`src/rtl/zpl_pkg.sv`:
```
package zpl_pkg;

    localparam int WORD_W     = 32;
    localparam int PW_W       = 128;
    localparam int PW_WORDS   = PW_W / WORD_W;      // must be a power of two
    localparam int PW_IDX_W   = $clog2(PW_WORDS);
    localparam int PTR_W      = 2;
    localparam int LINK_CNT   = 3;
    localparam int REG_AW     = 4;
    localparam int BOOT_STEPS = LINK_CNT + PW_WORDS;
    localparam int STEP_W     = $clog2(BOOT_STEPS);

    typedef logic [WORD_W-1:0]                 word_t;
    typedef logic [PTR_W-1:0]                  ptr_t;
    typedef logic [PW_WORDS-1:0][WORD_W-1:0]   pw_arr_t;

    typedef enum logic [1:0] {
        BL_ISSUE   = 2'd0,
        BL_CAPTURE = 2'd1,
        BL_DONE    = 2'd2
    } boot_state_e;

    typedef struct packed {
        logic rd;
        logic wr;
        logic tgt_sec;
        logic from_sec;
    } acc_req_t;

    // Per-bit 2-of-3 majority
    function automatic ptr_t vote3(ptr_t a, ptr_t b, ptr_t c);
        return (a & b) | (a & c) | (b & c);
    endfunction

    function automatic logic all_ones(pw_arr_t pw);
        return &pw;
    endfunction

endpackage

```
`src/rtl/zpl_boot_loader.sv`:
```
module zpl_boot_loader
    import zpl_pkg::*;
#(
    parameter int OTP_AW    = 8,
    parameter int LINK_BASE = 0,
    parameter int PW_BASE   = 16
) (
    input  logic              clk,
    input  logic              rst,
    output logic              otp_rd,
    output logic [OTP_AW-1:0] otp_addr,
    input  word_t             otp_rdata,
    output logic              loaded,
    output pw_arr_t           pw,
    output logic              blank
);

    boot_state_e       state_q;
    logic [STEP_W-1:0] step_q;
    ptr_t              link_q [LINK_CNT];
    pw_arr_t           pw_q;
    ptr_t              sel;
    logic              in_link;

    assign sel     = vote3(link_q[0], link_q[1], link_q[2]);
    assign in_link = step_q < STEP_W'(LINK_CNT);

    always_ff @(posedge clk) begin
        if (rst) begin
            state_q <= BL_ISSUE;
            step_q  <= '0;
        end else begin
            case (state_q)
                BL_ISSUE:   state_q <= BL_CAPTURE;
                BL_CAPTURE: begin
                    if (step_q == STEP_W'(BOOT_STEPS - 1)) begin
                        state_q <= BL_DONE;
                    end else begin
                        step_q  <= step_q + 1'b1;
                        state_q <= BL_ISSUE;
                    end
                end
                default:    state_q <= BL_DONE;
            endcase
        end
    end

    always_comb begin
        otp_rd = (state_q == BL_ISSUE);
        if (in_link) begin
            otp_addr = OTP_AW'(LINK_BASE) + OTP_AW'(step_q);
        end else begin
            otp_addr = OTP_AW'(PW_BASE) + OTP_AW'(sel) * OTP_AW'(PW_WORDS)
                     + OTP_AW'(step_q - STEP_W'(LINK_CNT));
        end
    end

    for (genvar g = 0; g < LINK_CNT; g++) begin : g_link
        always_ff @(posedge clk) begin
            if (rst) begin
                link_q[g] <= '0;
            end else if (state_q == BL_CAPTURE && step_q == STEP_W'(g)) begin
                link_q[g] <= otp_rdata[PTR_W-1:0];
            end
        end
    end

    for (genvar g = 0; g < PW_WORDS; g++) begin : g_pw
        always_ff @(posedge clk) begin
            if (rst) begin
                pw_q[g] <= '0;
            end else if (state_q == BL_CAPTURE && step_q == STEP_W'(LINK_CNT + g)) begin
                pw_q[g] <= otp_rdata;
            end
        end
    end

    assign loaded = (state_q == BL_DONE);
    assign pw     = pw_q;
    assign blank  = all_ones(pw_q);


    otp_pulse_chk: assert property (@(posedge clk) disable iff (rst)
        otp_rd |=> !otp_rd);


    otp_quiet_chk: assert property (@(posedge clk) disable iff (rst)
        loaded |-> !otp_rd);

endmodule

```
`src/rtl/zpl_unlock_seq.sv`:
```
module zpl_unlock_seq
    import zpl_pkg::*;
(
    input  logic              clk,
    input  logic              rst,
    input  logic              loaded,
    input  pw_arr_t           pw,
    input  logic              blank,
    input  logic              bus_en,
    input  logic              bus_we,
    input  logic [REG_AW-1:0] bus_addr,
    input  word_t             bus_wdata,
    output word_t             bus_rdata,
    output logic              unlocked
);

    logic [PW_WORDS-1:0] rd_seen_q, rd_seen_d;
    logic [PW_WORDS-1:0] key_ok_q, key_ok_d;
    logic                unlocked_q, unlocked_d;
    word_t               rdata_q;
    logic                is_pw, is_key, key_miss;
    logic [PW_IDX_W-1:0] idx;

    assign is_pw  = bus_addr < REG_AW'(PW_WORDS);
    assign is_key = !is_pw && (bus_addr < REG_AW'(2 * PW_WORDS));
    assign idx    = PW_IDX_W'(bus_addr);   // word count is a power of two
    assign key_miss = loaded && !unlocked_q && bus_en && bus_we && is_key
                   && (&rd_seen_q) && (bus_wdata != pw[idx]);

    always_comb begin
        rd_seen_d = rd_seen_q;
        key_ok_d  = key_ok_q;
        if (loaded && !unlocked_q && bus_en) begin
            if (!bus_we && is_pw) begin
                rd_seen_d[idx] = 1'b1;
            end
            if (bus_we && is_key && (&rd_seen_q)) begin
                if (bus_wdata == pw[idx]) begin
                    key_ok_d[idx] = 1'b1;
                end else begin
                    rd_seen_d = '0;
                    key_ok_d  = '0;
                end
            end
        end
        unlocked_d = unlocked_q
                   | (loaded & (&rd_seen_d) & ((&key_ok_d) | blank));
    end

    always_ff @(posedge clk) begin
        if (rst) begin
            rd_seen_q  <= '0;
            key_ok_q   <= '0;
            unlocked_q <= 1'b0;
            rdata_q    <= '0;
        end else begin
            rd_seen_q  <= rd_seen_d;
            key_ok_q   <= key_ok_d;
            unlocked_q <= unlocked_d;
            if (bus_en && !bus_we) begin
                rdata_q <= (unlocked_q && is_pw) ? pw[idx] : '0;
            end
        end
    end

    assign bus_rdata = rdata_q;
    assign unlocked  = unlocked_q;


    unlock_sticky_chk: assert property (@(posedge clk) disable iff (rst)
        unlocked_q |=> unlocked_q);


    unlock_needs_reads_chk: assert property (@(posedge clk) disable iff (rst)
        unlocked_q |-> (&rd_seen_q));


    no_early_progress_chk: assert property (@(posedge clk) disable iff (rst)
        !loaded |-> (rd_seen_q == '0));


    key_miss_clears_chk: assert property (@(posedge clk) disable iff (rst)
        key_miss |=> (rd_seen_q == '0 && key_ok_q == '0 && !unlocked_q));

endmodule

```
`src/rtl/zpl_access_gate.sv`:
```
module zpl_access_gate
    import zpl_pkg::*;
(
    input  logic  secure,
    input  logic  acc_rd,
    input  logic  acc_wr,
    input  logic  acc_tgt_secure,
    input  logic  acc_from_secure,
    input  word_t mem_rdata,
    output word_t acc_rdata,
    output logic  mem_wr_en,
    output logic  grant
);

    acc_req_t req;

    assign req = '{rd: acc_rd, wr: acc_wr,
                   tgt_sec: acc_tgt_secure, from_sec: acc_from_secure};

    always_comb begin
        grant     = !req.tgt_sec || req.from_sec || !secure;
        acc_rdata = (req.rd && grant) ? mem_rdata : '0;
        mem_wr_en = req.wr && grant;
    end

endmodule

```
`src/rtl/zone_pw_lock.sv`:
```
module zone_pw_lock
    import zpl_pkg::*;
#(
    parameter int OTP_AW    = 8,
    parameter int LINK_BASE = 0,
    parameter int PW_BASE   = 16
) (
    input  logic              clk,
    input  logic              rst,
    output logic              otp_rd,
    output logic [OTP_AW-1:0] otp_addr,
    input  logic [31:0]       otp_rdata,
    input  logic              bus_en,
    input  logic              bus_we,
    input  logic [3:0]        bus_addr,
    input  logic [31:0]       bus_wdata,
    output logic [31:0]       bus_rdata,
    input  logic              acc_rd,
    input  logic              acc_wr,
    input  logic              acc_tgt_secure,
    input  logic              acc_from_secure,
    input  logic [31:0]       mem_rdata,
    output logic [31:0]       acc_rdata,
    output logic              mem_wr_en,
    output logic              grant,
    output logic              secure
);

    logic    loaded;
    logic    blank;
    logic    unlocked;
    pw_arr_t pw;

    zpl_boot_loader #(
        .OTP_AW   (OTP_AW),
        .LINK_BASE(LINK_BASE),
        .PW_BASE  (PW_BASE)
    ) u_boot (
        .clk      (clk),
        .rst      (rst),
        .otp_rd   (otp_rd),
        .otp_addr (otp_addr),
        .otp_rdata(otp_rdata),
        .loaded   (loaded),
        .pw       (pw),
        .blank    (blank)
    );

    zpl_unlock_seq u_seq (
        .clk      (clk),
        .rst      (rst),
        .loaded   (loaded),
        .pw       (pw),
        .blank    (blank),
        .bus_en   (bus_en),
        .bus_we   (bus_we),
        .bus_addr (bus_addr),
        .bus_wdata(bus_wdata),
        .bus_rdata(bus_rdata),
        .unlocked (unlocked)
    );

    assign secure = !unlocked;

    zpl_access_gate u_gate (
        .secure         (secure),
        .acc_rd         (acc_rd),
        .acc_wr         (acc_wr),
        .acc_tgt_secure (acc_tgt_secure),
        .acc_from_secure(acc_from_secure),
        .mem_rdata      (mem_rdata),
        .acc_rdata      (acc_rdata),
        .mem_wr_en      (mem_wr_en),
        .grant          (grant)
    );


    secure_until_boot_chk: assert property (@(posedge clk) disable iff (rst)
        !loaded |-> secure);


    blocked_access_chk: assert property (@(posedge clk) disable iff (rst)
        (secure && acc_tgt_secure && !acc_from_secure)
            |-> (!grant && !mem_wr_en && acc_rdata == '0));

endmodule

```
`config.mk`:
```
export PLATFORM = sky130hd
export DESIGN_NAME = zone_pw_lock
export DESIGN_NICKNAME = d
export VERILOG_FILES = /design/src/rtl/zpl_pkg.sv /design/src/rtl/zpl_boot_loader.sv /design/src/rtl/zpl_unlock_seq.sv /design/src/rtl/zpl_access_gate.sv /design/src/rtl/zone_pw_lock.sv
export SDC_FILE = /design/constraint.sdc
export NUM_CORES = 1
export LEC_CHECK = 0
export ABC_CLOCK_PERIOD_IN_PS = 3500
export CAP_MARGIN = 25
export CORE_AREA = 2 2 131 133
export DETAILED_ROUTE_END_ITERATION = 8
export DIE_AREA = 0 0 133 135
export PLACE_DENSITY = 0.76
export SYNTH_ARGS = -nofsm -noshare
export SYNTH_HDL_FRONTEND = slang
export SYNTH_SLANG_ARGS = --single-unit
```
`constraint.sdc`:
```
create_clock -name clk -period 3.5 [get_ports clk]
set_clock_uncertainty 0.1 [all_clocks]
set_input_delay 0.875 -clock clk [delete_from_list [all_inputs] [get_ports clk]]
set_output_delay 0.875 -clock clk [all_outputs]
set_load 0.005 [all_outputs]
```
# --- After elaboration in Yosys (flattened, before gate mapping) ---
# Memory sizes are Yosys's and may differ from the RTL's.
# Index checks and enable logic that the tools add are counted.
classes:
  shifts: 0
  mux: 30
  div: 0
  n_eq_ne: 9
  n_lt_le_gt_ge: 5
  add_sub_neg: 4
  reduce_logical: 31
  mul: 0
  bitwise_logic: 15
op_table:
  columns: ["operator", "n"]
  rows:
  - ["$reduce_and A128 Y1", 1]
  - ["$mux W32", 3]
  - ["$bmux W32 S2", 1]
  - ["$eq A32 B32 Y1", 1]
  - ["$mux W4", 7]
  - ["$logic_and A1 B1 Y1", 18]
  - ["$mux W1", 12]
  - ["$reduce_and A4 Y1", 3]
  - ["$eq A3 B3 Y1 const B", 3]
  - ["$add A8 B8 Y8", 1]
  - ["$mux W2", 4]
  - ["$mux W8", 1]
  - ["$or A4 B4 Y4", 2]
  - ["$add A5 B4 Y6 const A", 1]
  - ["$and A2 B2 Y2", 3]
  - ["$eq A3 B2 Y1 const B", 2]
  - ["$or A1 B1 Y1", 5]
  - ["$logic_not A1 Y1", 4]
  - ["$lt A4 B3 Y1 const B", 1]
  - ["$lt A4 B4 Y1 const B", 1]
  - ["$or A2 B2 Y2", 2]
  - ["$pmux W2 S2", 1]
  - ["$sub A3 B2 Y4 const B", 1]
  - ["$add A3 B1 Y3 const B", 1]
  - ["13 further kinds", 15]
totals:
  reg_bits: 174
  input_bits: 108
  rom_bits: 0
  ram_bits: 6
  out_inout_bits: 76
  memories: 1
  latch_bits: 0
memory_table:
  columns: ["memory", "words", "word_bits", "read_ports", "rd_clocked_by_memory_dff", "wr", "line", "rtl"]
  rows:
  - ["u_boot.link_q", 3, 2, 3, 0, 3, "zpl_boot_loader.sv:20", "ptr_t link_q [LINK_CNT];"]

# --- Longest topological paths before layout ---
# Gate-level depths: netlist of run 1.
logic_depth:
  ltp_word: 13
  depth_mapped: 9
  ltp_nobuf: 8

# --- Cells and area by module ---
# A second synthesis of run 1 with hierarchy kept.
unflattened:
  hier_cells: 958
  hier_area_um2: 8538.2
by_module_without_submodules:
  columns: ["module", "n_inst", "cells_each", "area_per_inst_um2"]
  rows:
  - ["zpl_boot_loader", 1, 676, 5652.9]
  - ["zpl_unlock_seq", 1, 241, 2610.0]
  - ["zpl_access_gate", 1, 40, 271.5]
  - ["zone_pw_lock", 1, 1, 3.8]

# --- Worst setup path after synthesis of run 1 ---
# OpenSTA, ideal clock, no wires.
synth_path:
  path_type: "flip-flop to output port"
  startpoint: "reg u_boot.step_q[2]"
  endpoint: "out otp_addr[4]"
  stages_incl_launch_ff: 9
  t_arrival_ps: 1846
  setup_slack_ps: 679
  t_required_ps: 2525
  cell_sequence: "dfxtp_1 clkbuf_1 inv_1 ha_1 inv_1 ha_1 fa_1 xor2_1 nor2_1"
synth_via:
  elab_chain_len: 3
  word_cells_on_any_way: 4
  classes_between: "2 x add/sub; 1 x order compare; 1 x mux"
synth_lines:
  columns: ["item", "line", "rtl"]
  rows:
  - ["start: declaration", "zpl_boot_loader.sv:19", "logic [STEP_W-1:0] step_q;"]
  - ["start signal: assignment", "zpl_boot_loader.sv:39", "step_q <= step_q + 1'b1;"]
  - ["$sub A3 B2 Y4", "zpl_boot_loader.sv:54", "+ OTP_AW'(step_q - STEP_W'(LINK_CNT));"]
  - ["$add A8 B8 Y8", "zpl_boot_loader.sv:54", null]
  - ["$mux W8 (*)", "zpl_boot_loader.sv:50", "if (in_link) begin"]
  - ["end: declaration", "zone_pw_lock.sv:11", "output logic [OTP_AW-1:0] otp_addr,"]
# Every way passes the cells marked *; elsewhere a longest branch is shown, timed or not.

# --- Worst setup path in the final report of run 1 ---
layout_path:
  startpoint: "reg u_boot.step_q[1]"
  endpoint: "out otp_addr[3]"
# The elaborated chain is that of the path after synthesis.

==> qor.txt, run 1 <==
total CTS buffers - 17
# IOs - 184
largest net degree at the start of global routing - 122
Hold Crit Class - flip-flop to flip-flop
fraction of layout instances using a drive strength above 1 - 0.0997
combinational share of power - 0.090
initial DRC count - 796
M1 wire length - 10000 um
Final period util - 0.971
initial antenna violation count - 1
commonest non-fill, non-tap cells in the layout - 263 x nand2_1, 176 x clkdlybuf4s50_1, 174 x dfxtp_1, 133 x a21oi_1, 43 x nand4_1
clock share of power - 0.448
VDD IR max - 342 uV
first-pass GRT wire length - 40300 um
Crit path arrival time - 2420 ps
aggregate routed wire length - 26400 um
Skew-Pair Late Insertion Delay - 430 ps
post-route minimum period - 3400 ps
sequential element share of the synthesized area - 0.444
Routed met3 length - 2740 um
root buf cell - clkbuf_16
asr flop ratio synth - 0
clk sinks - 180
grt ovf - 0
final slew viol count - 0
post-layout net count - 1229
setup_tns - 0 ps
die height - 135 um
wire per inst - 19.6 um
leakage dissipation - 0.00368 uW
RSZ-0062 raised after global routing - no
hold buffer count at cts - 0
ANT nets after route - 0
Fin. Hold Viols - 0
Worst Path Max Fanout - 2
DP HPWL - 18800 um
die area - 18000 um^2
vias in the first global route - 7262
DRC - 0
WHS - 374 ps
CTS clock-pin slew for the worst setup and hold paths - 60 ps
Setup-failing EPs final - 0
number of synthesized register bits - 180
Syn Area/Cell - 8.61 um^2
Core Box Area - 16400 um^2
Sw Pwr - 960 uW
post-DR vias/cell - 5.81
Initial Utilization - 0.503
Cell Area, Synth - 8250 um^2
Routed met2 length - 12900 um
max_slew headroom - 0.557
Yosys Warn Count - 0
CP cell instances - ha_2, inv_1, ha_1, inv_1, ha_1, fa_2, nor2b_1, dlygate4sd2_1
number of synthesized flops with an enable pin - 6
status - finished, final reports clean
CTS tree - yes
Placer Congestion - 0.927
Synth cell types - 43
CP max-delay cell - fa_2
Worst Setup End Kind - output port
measured slew at the worst slew-check pin - 661 ps
TritonRoute pass-1 iters - 8
PortBufs - 181
commonest non-fill, non-tap cell in the layout - nand2_1
kind of critical path - flip-flop to output port
Synth Flop Type - dfxtp_1
Max Used Layer - met4
Max Root-Sink Buffers - 2
max cap viols - 0
Req. time, crit path - 2520 ps
CP peak stage delay - 520 ps
Setup crit start kind - flip-flop
Sw Ratio - 0.214
Post-Synthesis Cells - 958
H-tree levels - 4
row count - 47
register share of total power - 0.462
vias - 7805
Die X - 133 um
Layout area overhead - 32.1%
power per cell area - 413 nW/um^2
internal power - 3540 uW
Peak Freq - 294 MHz
GRT Overall Usage - 0.292
-- state kept, by name, summed over array words and instances (netlist names) --
signal,count
u_boot.step_q,3
u_boot.state_q,2
u_seq.bus_rdata,32
u_boot.pw,128
u_seq.key_ok_q,4
u_seq.unlocked,1
u_boot.link_q,6
u_seq.rd_seen_q,4
-- cell type report --
class	count	area [um^2]
fillers	1334	5510
multi-input cells	695	4240
flip-flops and latches	180	3660
repair buffers	208	2060
clock buffers	20	468
well taps	220	275
clock inverters	10	154
inverters	10	37.5
diodes	1	2.50
-- repair_timing --
item	4_1_cts	5_1_grt
buffers inserted	0	1
setup endpoints to repair	2	1
pin swaps	0	2
gates resized for setup	3	3
-- metal layers --
| metal | GRT usage | vias to the layer above |
|---|---|---|
| li1 | - | 3641 |
| met4 | 0.115 | 0 |
| met1 | 0.363 | 3685 |
| met3 | 0.0646 | 62 |
| met2 | 0.497 | 417 |
| met5 | 0 | - |
-- through the flow --
step | instances | cell area [um^2] | power, uW | setup slack (ps) | util
floorplan | 959 | 8250 | 2280 | 679 | -
global placement | 1312 | 10300 | 2520 | 184 | 0.626
detailed placement | 1312 | 10300 | 2520 | 140 | 0.626
CTS | 1342 | 10900 | 4510 | 73.5 | 0.664
global route | 1344 | 10900 | 4620 | 10.6 | 0.664
finish | 1344 | 10900 | 4500 | 100 | 0.664
-- critical path, delay by kind of cell, from the launching register on --
family                   cells  cell delay, ps
AND/OR/NAND/NOR              1             110
adder cells (fa/ha/maj)      4            1220
buffers and inverters        3             330
flip-flops                   1             330
-- power by group through the flow --
| stage | combinational (uW) | sequential (uW) | clock (uW) |
|---|---|---|---|
| after floorplan | 159 | 2120 | 0 |
| after global placement | 397 | 2120 | 0 |
| after detailed placement | 401 | 2120 | 0 |
| after CTS | 403 | 2080 | 2030 |
| after global routing | 431 | 2080 | 2110 |
| final | 404 | 2080 | 2020 |
-- worst paths after layout --
kind                                  startpoint                  to  slack, ps  cells past startpoint
worst max-delay path            u_boot.step_q[1]         otp_addr[3]        100                      8
worst max register to register     u_boot.pw[88]  u_seq.rd_seen_q[2]       1180                      6
worst min register to register     u_boot.pw[68]       u_boot.pw[68]        370                      2
worst min-delay path               u_boot.pw[68]       u_boot.pw[68]        370                      2
-- cell usage after synthesis, types with 8 or more instances --
cell type,instances,share of area
nor4_1,11,0.0083
and3_1,42,0.032
mux4_2,32,0.087
a22oi_1,34,0.031
dfxtp_1,174,0.42
inv_1,10,0.0046
xnor2_1,34,0.036
a21oi_1,133,0.081
nor2_1,42,0.019
clkbuf_1,62,0.028
nand2_1,263,0.12
ha_1,8,0.012
nand4_1,43,0.033
-- cells by family (layout without fill, tap and decap cells) --
family | count (synthesis) | in the layout | synth area share
flip-flops | 180 | 180 | 0.444
multiplexers | 34 | 34 | 0.0901
buffers and inverters | 84 | 248 | 0.0437
AND/OR/NAND/NOR | 432 | 432 | 0.242
AO/OA/AOI/OAI | 181 | 181 | 0.126
adder cells (fa/ha/maj) | 11 | 11 | 0.0170
XOR/XNOR | 35 | 35 | 0.0372
other | 1 | 3 | 0.000455
Note: power is estimated with default switching activity, not from simulation.
==> inputs of run 2 (changes only) <==
PLACE_DENSITY = 0.78   (was 0.76)
==> run 2 against run 1 <==
- non-clock buffer count is 1 lower
- hold slack worse by 2.9 ps
- utilization is 0.53 points lower
- clock power is 13% lower
- final cell count hardly changed
- via count is 2.8% higher
- critical path depth stayed put
- first-iteration DRC count is 7.3% higher
- critical endpoint unchanged
- largest cell class unchanged
==> qor.txt, run 2 (same netlist as run 1, synthesis figures left out) <==
VDD IR max - 373 uV (was 342 uV)
grt ovf - 0 (unchanged)
commonest non-fill, non-tap cells in the layout - 263 x nand2_1, 176 x clkdlybuf4s50_1, 173 x dfxtp_1, 133 x a21oi_1, 43 x nand4_1 (was 263 x nand2_1, 176 x clkdlybuf4s50_1, 174 x dfxtp_1, 133 x a21oi_1, 43 x nand4_1)
register area - 3660 um^2 (about the same)
CTS tree - yes (unchanged)
combinational share of power - 0.096 (was 0.090)
Sw Ratio - 0.226 (was 0.214)
largest net degree at the start of global routing - 88 (was 122)
CP top delay family - adder cells (unchanged)
GRT Overall Usage - 0.298 (was 0.292)
first-pass GRT wire length - 41400 um (was 40300 um)
post-route insts no fill - 1345 (was 1344)
row count - 47 (unchanged)
clk sinks - 180 (unchanged)
cts repair resizes - 5 (was 3)
register share of total power - 0.489 (was 0.462)
initial antenna violation count - 2 (was 1)
ANT nets after route - 0 (unchanged)
post-layout net count - 1228 (was 1229)
leakage dissipation - 0.00364 uW (was 0.00368 uW)
Crit path arrival time - 2380 ps (was 2420 ps)
CTS clock-pin slew for the worst setup and hold paths - 60 ps (about the same)
internal power - 3290 uW (was 3540 uW)
M1 GR Usage - 0.373 (was 0.363)
Setup-failing EPs final - 0 (unchanged)
max_slew headroom - 0.511 (was 0.557)
Final period util - 0.958 (was 0.971)
CP max-delay cell - fa_2 (unchanged)
DRC - 0 (unchanged)
Filler Cells Inserted - 1326 (was 1334)
PortBufs - 181 (unchanged)
CP peak stage delay - 510 ps (was 520 ps)
Layout area overhead - 31.1% (was 32.1%)
die area - 18000 um^2 (unchanged)
die height - 135 um (unchanged)
final slew viol count - 0 (unchanged)
setup_tns - 0 ps (unchanged)
TritonRoute pass-1 iters - 6 (was 8)
post-route minimum period - 3350 ps (was 3400 ps)
commonest non-fill, non-tap cell in the layout - nand2_1 (unchanged)
hold buffer count at cts - 0 (unchanged)
routing usage on met3 - 0.0676 (was 0.0646)
fraction of layout instances using a drive strength above 1 - 0.0971 (was 0.0997)
vias - 8027 (was 7805)
initial DRC count - 854 (was 796)
Hold Crit Class - flip-flop to flip-flop (unchanged)
CP cell instances - ha_2, inv_1, ha_1, inv_1, ha_1, fa_2, nor2b_1, dlygate4sd2_1 (unchanged)
root buf cell - clkbuf_16 (unchanged)
Largest register FFs - 128 (unchanged)
Inst Count DP - 1312 (unchanged)
Post-CTS Setup Repair Bufs - 0 (unchanged)
# IOs - 184 (unchanged)
Max Root-Sink Buffers - 2 (unchanged)
Placer Congestion - 0.916 (was 0.927)
met2 Resource Use GR - 0.501 (was 0.497)
Worst Path Max Fanout - 2 (unchanged)
Worst Setup End Kind - output port (unchanged)
power per cell area - 393 nW/um^2 (was 413 nW/um^2)
status - finished, final reports clean (unchanged)
Initial Utilization - 0.503 (unchanged)
post-DR vias/cell - 5.97 (was 5.81)
RSZ-0062 raised after global routing - no (unchanged)
kind of critical path - flip-flop to output port (unchanged)
measured slew at the worst slew-check pin - 734 ps (was 661 ps)
max cap viols - 0 (unchanged)
Die X - 133 um (unchanged)
Peak Freq - 298 MHz (was 294 MHz)
Skew-Pair Late Insertion Delay - 430 ps (about the same)
H-tree levels - 4 (unchanged)
GRT Max-Usage Layer - met2 (unchanged)
Fin. Hold Viols - 0 (unchanged)
vias in the first global route - 7479 (was 7262)
total CTS buffers - 17 (unchanged)
wire per inst - 20.2 um (was 19.6 um)
clock share of power - 0.415 (was 0.448)
Sw Pwr - 957 uW (was 960 uW)
multi-input logic area - 4240 um^2 (unchanged)
DP HPWL - 19300 um (was 18800 um)
aggregate routed wire length - 27100 um (was 26400 um)
Setup crit start kind - flip-flop (unchanged)
Core Box Area - 16400 um^2 (unchanged)
Req. time, crit path - 2520 ps (about the same)
WP buf/inv - 3 (unchanged)
[run 2: worst paths after layout]
check / cells past startpoint / slack [ps] / endpoint / startpoint
worst max-delay path: 8 / 150 / otp_addr[3] / u_boot.step_q[1]
worst min-delay path: 2 / 370 / u_boot.pw[68] / u_boot.pw[68]
worst min register to register: 2 / 370 / u_boot.pw[68] / u_boot.pw[68]
worst max register to register: 6 / 1160 / u_seq.key_ok_q[0] / u_boot.pw[9]
[run 2: final cells by class]
type	instances	share of cell area
Timing Repair Buffer	207	0.190
Clock inverter	5	0.00232
Sequential cell	180	0.339
Inverter	10	0.00347
Clock buffer	26	0.0471
Multi-Input combinational cell	695	0.392
Tap cell	220	0.0255
Antenna cell	2	0.000463
[run 2: power by group through the flow]
stage	sequential (uW)	clock (uW)	combinational [uW]
after detailed placement	2120	0	401
after global routing	2080	1840	432
after global placement	2120	0	397
after CTS	2080	1750	404
after floorplan	2120	0	159
final	2080	1760	406
[run 2: worst reg2reg max path: cells and delay by family (launching register included)]
kind / cells / cell delay [ps]
multiplexers: 1 / 510
AO/OA/AOI/OAI: 1 / 240
AND/OR/NAND/NOR: 3 / 720
XOR/XNOR: 1 / 340
flip-flops: 1 / 350
[run 2: per-stage QoR]
| step | utilization | setup WS (ps) | hold WS (ps) | power (uW) | area (um^2) |
|---|---|---|---|---|---|
| after floorplan | - | 679 | 346 | 2280 | 8250 |
| after global placement | 0.626 | 222 | 354 | 2520 | 10300 |
| after detailed placement | 0.626 | 187 | 361 | 2520 | 10300 |
| after CTS | 0.658 | 126 | 370 | 4230 | 10800 |
| after global routing | 0.659 | 5.04 | 389 | 4350 | 10800 |
| final | 0.659 | 145 | 371 | 4240 | 10800 |
[run 2: metal layers]
layer,vias to the layer above,routed length [um]
met5,-,0
met2,491,13100
li1,3638,-
met4,0,885
met3,66,2760
met1,3832,10400
==> inputs of run 3 (changes only) <==
RECOVER_POWER = 100   (was unset)
SLEW_MARGIN = 20   (was unset)
==> run 3 against run 2 <==
- the flow now finishes with violations (max-capacitance violations, max-slew violations)
- count of clock-buffer cells in the layout stayed put
- total power is 0.32% lower
- combinational power is 3% lower
- fmax is 0.95% lower
- critical endpoint is now acc_rdata[27]
==> qor.txt, run 3 (same netlist as run 1, synthesis figures left out) <==
status - finished with violations (was finished, final reports clean)
failing checks - max-capacitance violations, max-slew violations
M1 GR Usage - 0.373 (unchanged)
Layout area overhead - 30.7% (was 31.1%)
Filler Cells Inserted - 1334 (was 1326)
root buf cell - clkbuf_16 (unchanged)
TritonRoute pass-1 iters - 5 (was 6)
die height - 135 um (unchanged)
measured slew at the worst slew-check pin - 1980 ps (was 734 ps)
PortBufs - 181 (unchanged)
commonest non-fill, non-tap cell in the layout - nand2_1 (unchanged)
Layout Utilization - 0.657 (was 0.659)
DP HPWL - 19300 um (unchanged)
WHS - 372 ps (was 371 ps)
multi-input logic area - 4220 um^2 (was 4240 um^2)
H-tree levels - 4 (unchanged)
Setup-failing EPs final - 0 (unchanged)
RSZ-0062 raised after global routing - no (unchanged)
Post-CTS Setup Repair Bufs - 0 (unchanged)
Setup crit start kind - primary input (was flip-flop)
leakage dissipation - 0.00383 uW (was 0.00364 uW)
Skew-Pair Late Insertion Delay - 430 ps (about the same)
Worst Setup End Kind - output port (unchanged)
row count - 47 (unchanged)
power per cell area - 392 nW/um^2 (was 393 nW/um^2)
Final period util - 0.968 (was 0.958)
die area - 18000 um^2 (unchanged)
Placer Congestion - 0.916 (unchanged)
# IOs - 184 (unchanged)
GRT Max-Usage Layer - met2 (unchanged)
hold buffer count at cts - 0 (unchanged)
commonest non-fill, non-tap cells in the layout - 263 x nand2_1, 173 x dfxtp_1, 133 x a21oi_1, 105 x clkdlybuf4s50_1, 71 x dlygate4sd3_1 (was 263 x nand2_1, 176 x clkdlybuf4s50_1, 173 x dfxtp_1, 133 x a21oi_1, 43 x nand4_1)
combinational share of power - 0.093 (was 0.096)
setup_tns - 0 ps (unchanged)
wire per inst - 20.1 um (was 20.2 um)
largest net degree at the start of global routing - 88 (unchanged)
Core Box Area - 16400 um^2 (unchanged)
Req. time, crit path - 2520 ps (about the same)
internal power - 3280 uW (was 3290 uW)
vias - 7994 (was 8027)
Die X - 133 um (unchanged)
kind of critical path - primary input to output port (was flip-flop to output port)
met2 Resource Use GR - 0.501 (unchanged)
DRC - 0 (unchanged)
vias in the first global route - 7479 (unchanged)
VDD IR max - 372 uV (was 373 uV)
Fin. Hold Viols - 0 (unchanged)
register share of total power - 0.491 (was 0.489)
Crit path arrival time - 2410 ps (was 2380 ps)
Peak Freq - 295 MHz (was 298 MHz)
post-layout net count - 1228 (unchanged)
register area - 3660 um^2 (unchanged)
ANT nets after route - 0 (unchanged)
Initial Utilization - 0.503 (unchanged)
GRT Overall Usage - 0.298 (unchanged)
post-route minimum period - 3390 ps (was 3350 ps)
initial DRC count - 894 (was 854)
Hold Crit Class - flip-flop to flip-flop (unchanged)
total CTS buffers - 17 (unchanged)
Sw Pwr - 953 uW (was 957 uW)
post-DR vias/cell - 5.94 (was 5.97)
CTS clock-pin slew for the worst setup and hold paths - 60 ps (about the same)
max_slew headroom - -0.322 (was 0.511)
clk sinks - 180 (unchanged)
final slew viol count - 42 (was 0)
first-pass GRT wire length - 41400 um (unchanged)
final worst setup slack - 113 ps (was 145 ps)
Sw Ratio - 0.225 (was 0.226)
Worst Path Max Fanout - 34 (was 2)
CTS tree - yes (unchanged)
aggregate routed wire length - 27100 um (about the same)
max cap viols - 1 (was 0)
clock share of power - 0.416 (was 0.415)
Max Root-Sink Buffers - 2 (unchanged)
fraction of layout instances using a drive strength above 1 - 0.0926 (was 0.0971)
Place WS - 187 ps (unchanged)
grt ovf - 0 (unchanged)
initial antenna violation count - 2 (unchanged)
Placement Cell Area - 10300 um^2 (unchanged)
routing usage on met3 - 0.0676 (unchanged)
cts repair resizes - 5 (unchanged)
Largest register FFs - 128 (unchanged)
Design Area, Final - 10800 um^2 (about the same)
## run 3: cell count changes in the layout (fill, tap and decap cells not counted), sizes merged
cell | previous run | this run
dlygate4sd3 | 0 | 71
clkdlybuf4s50 | 176 | 105
buf | 29 | 24
clkbuf | 26 | 31
## run 3: per-layer routing
metal | routed length, um | vias up
met3 | 2580 | 66
met5 | 0 | -
met4 | 869 | 0
met1 | 10400 | 3811
li1 | - | 3641
met2 | 13200 | 476
## run 3: final timing paths
| kind | from | endpoint | slack, ps | depth (start not counted) |
|---|---|---|---|---|
| worst max register to register | u_boot.pw[9] | u_seq.rd_seen_q[1] | 1060 | 6 |
| worst min-delay path | u_boot.pw[16] | u_boot.pw[16] | 370 | 2 |
| worst max-delay path | acc_from_secure | acc_rdata[27] | 110 | 6 |
| worst min register to register | u_boot.pw[16] | u_boot.pw[16] | 370 | 2 |
## run 3: layout make-up
cell class,instances,area share
antenna,2,0.000464
multi-input combinational,695,0.391
inverter,10,0.00348
timing repair buffer,207,0.190
clock inverter,5,0.00232
clock buffer,26,0.0472
tap,220,0.0255
sequential,180,0.340
## run 3: through the flow
stage,total power (uW),cells
final,4230,1345
after global routing,4340,1345
after CTS,4230,1343
after detailed placement,2520,1312
after global placement,2520,1312
after floorplan,2280,959
## run 3: power groups by stage
stage | Combinational, uW | Sequential [uW] | Clock, uW
after global placement | 397 | 2120 | 0
after CTS | 404 | 2080 | 1750
after detailed placement | 401 | 2120 | 0
final | 395 | 2080 | 1760
after floorplan | 159 | 2120 | 0
after global routing | 420 | 2080 | 1840
## run 3: critical path: stages
cell and delay [ps]:
clkdlybuf4s50_1 450, nor2_1 40, nand2_1 110, buf_12 170, and3_1 180, dlygate4sd3_1 570
